==> src/rtl/s1v_pkg.sv <==
package s1v_pkg;
  localparam int S1V_DATA_W = 8;
  localparam int S1V_KEEP_W = 4;
  localparam int S1V_THR_W  = 4;
endpackage

==> src/rtl/s1v_field_sel.sv <==
module s1v_field_sel #(
  parameter int DATA_W = s1v_pkg::S1V_DATA_W,
  parameter int KEEP_W = s1v_pkg::S1V_KEEP_W
) (
  input  logic              nibble_mode,
  input  logic [DATA_W-1:0] raw,
  output logic [DATA_W-1:0] field
);
  localparam int LOW_TOP = DATA_W - KEEP_W;

  for (genvar i = 0; i < DATA_W; i++) begin : g_bit
    if (i >= LOW_TOP) begin : g_keep
      assign field[i] = raw[i];
    end else begin : g_drop
      assign field[i] = raw[i] & ~nibble_mode;
    end
  end
endmodule

==> src/rtl/s1v_persist.sv <==
module s1v_persist #(
  parameter int DATA_W = s1v_pkg::S1V_DATA_W,
  parameter int THR_W  = s1v_pkg::S1V_THR_W
) (
  input  logic              clk,
  input  logic              rst,
  input  logic              take,
  input  logic              oof,
  input  logic [DATA_W-1:0] field,
  input  logic [THR_W-1:0]  thr,
  output logic              valid_now
);
  localparam logic [THR_W-1:0] CNT_MAX = {THR_W{1'b1}};
  localparam logic [THR_W-1:0] ONE     = {{(THR_W-1){1'b0}}, 1'b1};

  logic [DATA_W-1:0] cand_q;
  logic [THR_W-1:0]  cnt_q, cnt_nxt, thr_eff;
  logic              oof_q, oof_rise, same;

  assign oof_rise = oof & ~oof_q;
  assign same     = (field == cand_q);
  assign thr_eff  = (thr == '0) ? ONE : thr;

  always_comb begin
    if (!same)               cnt_nxt = ONE;
    else if (cnt_q == CNT_MAX) cnt_nxt = CNT_MAX;
    else                     cnt_nxt = cnt_q + ONE;
  end

  assign valid_now = take & (cnt_nxt >= thr_eff);

  always_ff @(posedge clk) begin
    if (rst) begin
      cand_q <= '0;
      cnt_q  <= '0;
      oof_q  <= 1'b0;
    end else begin
      oof_q <= oof;
      if (oof_rise) begin
        cnt_q <= '0;
      end else if (take) begin
        cand_q <= field;
        cnt_q  <= cnt_nxt;
      end
    end
  end

  AST_OOF_CLEARS_CNT: assert property (@(posedge clk) disable iff (rst)
    $rose(oof) |=> (cnt_q == '0));

  AST_RESTART_AT_ONE: assert property (@(posedge clk) disable iff (rst)
    (take && !same) |=> (cnt_q == ONE));
endmodule

==> src/rtl/s1v_fail_timer.sv <==
module s1v_fail_timer #(
  parameter int THR_W = s1v_pkg::S1V_THR_W
) (
  input  logic             clk,
  input  logic             rst,
  input  logic             take,
  input  logic             valid_now,
  input  logic [THR_W-1:0] thr,
  output logic             fail_flag
);
  localparam logic [THR_W-1:0] CNT_MAX = {THR_W{1'b1}};
  localparam logic [THR_W-1:0] ONE     = {{(THR_W-1){1'b0}}, 1'b1};

  logic [THR_W-1:0] fcnt_q, fcnt_nxt, thr_eff;

  assign thr_eff  = (thr == '0) ? ONE : thr;
  assign fcnt_nxt = (fcnt_q == CNT_MAX) ? CNT_MAX : fcnt_q + ONE;

  always_ff @(posedge clk) begin
    if (rst) begin
      fcnt_q    <= '0;
      fail_flag <= 1'b0;
    end else if (take) begin
      if (valid_now) begin
        fcnt_q    <= '0;
        fail_flag <= 1'b0;
      end else begin
        fcnt_q <= fcnt_nxt;
        if (fcnt_nxt >= thr_eff) fail_flag <= 1'b1;
      end
    end
  end

  AST_VALID_CLEARS_FAIL: assert property (@(posedge clk) disable iff (rst)
    (take && valid_now) |=> !fail_flag);

  AST_FAIL_NEEDS_FRAME: assert property (@(posedge clk) disable iff (rst)
    $rose(fail_flag) |-> $past(take && !valid_now));
endmodule

==> src/rtl/s1_sync_validator.sv <==
module s1_sync_validator #(
  parameter int DATA_W = s1v_pkg::S1V_DATA_W,
  parameter int KEEP_W = s1v_pkg::S1V_KEEP_W,
  parameter int THR_W  = s1v_pkg::S1V_THR_W
) (
  input  logic              clk,
  input  logic              rst,
  input  logic              frame_stb,
  input  logic [DATA_W-1:0] s1_byte,
  input  logic              oof,
  input  logic              nibble_mode,
  input  logic [THR_W-1:0]  persist_thr,
  input  logic [THR_W-1:0]  fail_thr,
  input  logic              delta_clr,
  input  logic              irq_mask,
  output logic [DATA_W-1:0] accepted,
  output logic              fail_flag,
  output logic              delta,
  output logic              irq
);
  localparam int LOW_W = DATA_W - KEEP_W;

  logic [DATA_W-1:0] field;
  logic              take, valid_now, changes;

  assign take = frame_stb & ~oof;

  s1v_field_sel #(.DATA_W(DATA_W), .KEEP_W(KEEP_W)) u_sel (
    .nibble_mode(nibble_mode), .raw(s1_byte), .field(field)
  );

  s1v_persist #(.DATA_W(DATA_W), .THR_W(THR_W)) u_persist (
    .clk(clk), .rst(rst), .take(take), .oof(oof), .field(field),
    .thr(persist_thr), .valid_now(valid_now)
  );

  s1v_fail_timer #(.THR_W(THR_W)) u_fail (
    .clk(clk), .rst(rst), .take(take), .valid_now(valid_now),
    .thr(fail_thr), .fail_flag(fail_flag)
  );

  assign changes = valid_now & (field != accepted);

  always_ff @(posedge clk) begin
    if (rst) begin
      accepted <= '0;
      delta    <= 1'b0;
    end else begin
      if (changes) accepted <= field;
      if (changes)        delta <= 1'b1;
      else if (delta_clr) delta <= 1'b0;
    end
  end

  assign irq = delta & ~irq_mask;

  AST_DELTA_ON_CHANGE: assert property (@(posedge clk) disable iff (rst)
    (accepted != $past(accepted)) |-> delta);

  AST_CHANGE_NEEDS_FRAME: assert property (@(posedge clk) disable iff (rst)
    (accepted != $past(accepted)) |-> $past(frame_stb && !oof));

  AST_NIBBLE_LOW_ZERO: assert property (@(posedge clk) disable iff (rst)
    ((accepted != $past(accepted)) && $past(nibble_mode)) |-> (accepted[LOW_W-1:0] == '0));
endmodule

==> config.mk <==
export PLATFORM = sky130hd
export DESIGN_NAME = s1_sync_validator
export DESIGN_NICKNAME = d
export VERILOG_FILES = /design/src/rtl/s1v_pkg.sv /design/src/rtl/s1v_field_sel.sv /design/src/rtl/s1v_persist.sv /design/src/rtl/s1v_fail_timer.sv /design/src/rtl/s1_sync_validator.sv
export SDC_FILE = /design/constraint.sdc
export NUM_CORES = 1
export LEC_CHECK = 0
export ABC_AREA = 1
export ABC_CLOCK_PERIOD_IN_PS = 3000
export BUFFER_PORTS_ARGS = -buffer_cell sky130_fd_sc_hd__buf_2
export CAP_MARGIN = 5
export CORE_AREA = 2 2 65 67
export DETAILED_ROUTE_END_ITERATION = 6
export DIE_AREA = 0 0 67 69
export PLACE_DENSITY = 0.76
export SYNTH_ARGS = -nofsm -noshare
export SYNTH_HDL_FRONTEND = slang
export SYNTH_SLANG_ARGS = --single-unit
export TNS_END_PERCENT = 30
==> constraint.sdc <==
create_clock -name clk -period 3 [get_ports clk]
set_input_delay 0.6 -clock clk [delete_from_list [all_inputs] [get_ports clk]]
set_output_delay 0.6 -clock clk [all_outputs]
set_load 0.01 [all_outputs]
==> reports/qor.yml <==
status:
  outcome: "completed"
synth:
  synthCells: 249
  yosys.area_share.xor_xnor: 0.0463
  synth_top_family_by_area: "simple AND/OR/NAND/NOR gates"
  yosys.area_share.simple: 0.308
  synth_seq_cells: 27
  synth_area_per_cell_sq_um: 6.84
  synth.cell_area_sq_um: 1700
  synth.lib_cells_used.distinct: 26
  synth_mux_area_frac: 0
  synth-adder-area-share: 0.0734
  synth_compound_area_frac: 0.137
  synth.yosys.warnings: 0
  synth.yosys.seq_area_share: 0.317
  post_syn_nets: 282
die:
  placement_rows: 23
  design.die.area_sq_um: 4620
  floorplan.initialDensity: 0.435
  chip_height_microns: 69
  coreArea_sq_um: 3910
  chipWidth_microns: 67
  design.portCount: 34
global_route:
  globalRouteOverflowTotal: 0
  antenna_found_initial: 0
  grt_max_degree: 29
  aggregate_global_route_resource_usage: 0.165
  grt_pass1_vias: 1479
  first_pass_grt_wire_length_microns: 6170
cells_and_area:
  post_route_cells_drive_above_1_share: 0.196
  finalNetCount: 315
  layout_commonest_cell: "sky130_fd_sc_hd__nand2_1"
  flow.area_growth_from_synthesis_pct: 13.7
  filler_cell_count: 425
  insertedDiodeCount: 0
  mostFrequentLayoutCells: "sky130_fd_sc_hd__nand2_1 (53), sky130_fd_sc_hd__inv_1 (37), sky130_fd_sc_hd__buf_2 (33), sky130_fd_sc_hd__nand3_1 (27), sky130_fd_sc_hd__dfxtp_1 (27)"
placement:
  buffer_ports.inserted: 33
  gp_routability_congestion: 0.795
  place_hpwl_microns: 2580
  preCtsSetupSlack_ns: 0.118
power_and_ir_drop:
  peak_vdd_ir_mv: 0.198
  power-per-cell-area_nw_per_um2: 374
  power.static_leakage_nw: 1.02
setup_path:
  critPathRequiredTime_ns: 3.17
  setup.worst_path.start_class: "input pin"
  path_class: "in2reg"
  setup.worst_path.end_class: "flip-flop"
  critical_path.max_fanout: 17
  worst_ep_arrival_time_ns: 2.78
timing:
  hold_violations: 0
  report.final.slew_viol_count: 0
  timing.final.crit_period_ns: 2.61
  timing_worst_slew_pin_value_ns: 0.461
  fin_worst_skew_ns: 0.00267
  rsz_0062_raised_after_global_routing: "false"
  finalCritPeriodShare: 0.869
  setup_tns_ns: 0
  finalSetupViolations: 0
  whs_ns: 0.490
  slew_headroom: 0.692
  final_critical_path_setup_slack_ns: 0.394
  max_clock_freq_mhz: 384
clocking:
  ctsHoldBuffers: 0
  cts_made_buffers: 3
  clkLatencyLatePin_ns: 0.27
  clock_tree.htree_level_count: 1
  clockRootBuffer: "sky130_fd_sc_hd__clkbuf_8"
  tritoncts_clock_tree: "built"
  clk_pin_slew_worst_paths_ns: 0.09
  cts-resized-gates: 0
  tritoncts_num_sinks: 27
  cts_max_path_buffers: 2
  post-cts-setup-buffers: 0
routing:
  drtIter0Drc: 85
  route.detailed.drc: 0
  detail_route.first_pass.iterations: 5
  postRouteWirelength_microns: 3340
  wl_per_cell_microns: 10.1
  vias: 1575
  postRouteAntennaNets: 0
  viasPerCell: 4.76
worst_hold_path:
  hp-class: "reg2reg"
flow_run:
  maxCapViolations: 0
## registers in the layout, summed over array words and instances (netlist names)
name              cells
accepted              8
delta                 1
u_fail.fail_flag      1
u_fail.fcnt_q         4
u_persist.cand_q      8
u_persist.cnt_q       4
u_persist.oof_q       1
## cell usage after synthesis (all sizes together)
library cell / number / area, sq um
a21oi: 25 / 133
a31o: 2 / 17.5
buf: 5 / 37.5
clkbuf: 2 / 17.5
clkinv: 1 / 3.75
dfxtp: 27 / 541
ha: 10 / 125
inv: 38 / 143
nand2: 58 / 245
nand3: 28 / 145
nand3b: 2 / 15.0
nand4: 3 / 18.8
nor2: 19 / 76.3
o21ai: 15 / 75.1
o21bai: 1 / 7.51
or2: 4 / 25.0
xnor2: 7 / 61.3
xor2: 2 / 17.5
## where the power goes
part	total, W	internal (W)	switching [W]
clock network	0.000205	0.0000951	0.000110
registers	0.000386	0.000374	0.0000116
logic	0.000133	0.0000565	0.0000767
total	0.000724	0.000525	0.000198
## layout make-up
| type | instances | area [sq um] | share of cell area |
|---|---|---|---|
| well taps | 50 | 62.6 | 0.0323 |
| inverters | 39 | 146 | 0.0756 |
| flip-flops and latches | 27 | 541 | 0.279 |
| clock buffers | 4 | 45.0 | 0.0233 |
| multi-input cells | 176 | 962 | 0.497 |
| repair buffers | 35 | 180 | 0.0930 |
## worst max-delay path, cell delays in order
cell,delay [ns]
sky130_fd_sc_hd__buf_2,0.10
sky130_fd_sc_hd__inv_2,0.20
sky130_fd_sc_hd__nand2_1,0.16
sky130_fd_sc_hd__xor2_1,0.15
sky130_fd_sc_hd__nand2_1,0.07
sky130_fd_sc_hd__nor2_2,0.16
sky130_fd_sc_hd__nand3_1,0.13
sky130_fd_sc_hd__inv_1,0.08
sky130_fd_sc_hd__ha_1,0.25
sky130_fd_sc_hd__a21oi_1,0.18
sky130_fd_sc_hd__nand3_1,0.09
sky130_fd_sc_hd__nand2_1,0.10
sky130_fd_sc_hd__clkinv_1,0.09
sky130_fd_sc_hd__buf_4,0.20
sky130_fd_sc_hd__a21oi_1,0.16
sky130_fd_sc_hd__nor2_1,0.06
## metal layers
layer / wire length, microns / track usage / share of wire
met5: 0 / 0 / 0
met4: 49 / 0.0544 / 0.015
met3: 95 / 0.0212 / 0.028
met2: 1610 / 0.279 / 0.48
met1: 1580 / 0.212 / 0.47
## final timing paths
path | slack (ns) | from | cells after the start | end
max | 0.39 | nibble_mode | 16 | accepted[1]
min | 0.49 | u_fail.fail_flag | 2 | u_fail.fail_flag
max reg2reg | 0.72 | u_persist.cand_q[4] | 13 | accepted[1]
min reg2reg | 0.49 | u_fail.fail_flag | 2 | u_fail.fail_flag
## through the flow
stage	util	power (W)	instances	area [sq um]
floorplan	-	0.000490	249	1700
global placement	0.483	0.000525	327	1890
detailed placement	0.483	0.000528	327	1890
CTS	0.495	0.000734	331	1940
global route	0.495	0.000773	331	1940
finish	0.495	0.000724	331	1940
## cells by family after synthesis
kind of cell / after synthesis
adders and majority gates: 10
buffers and inverters: 46
xor gates and xnor gates: 9
and+or+nand+nor: 114
AOI/OAI and AO/OA: 43
DFF: 27
Power figures use the tool's default switching activity.
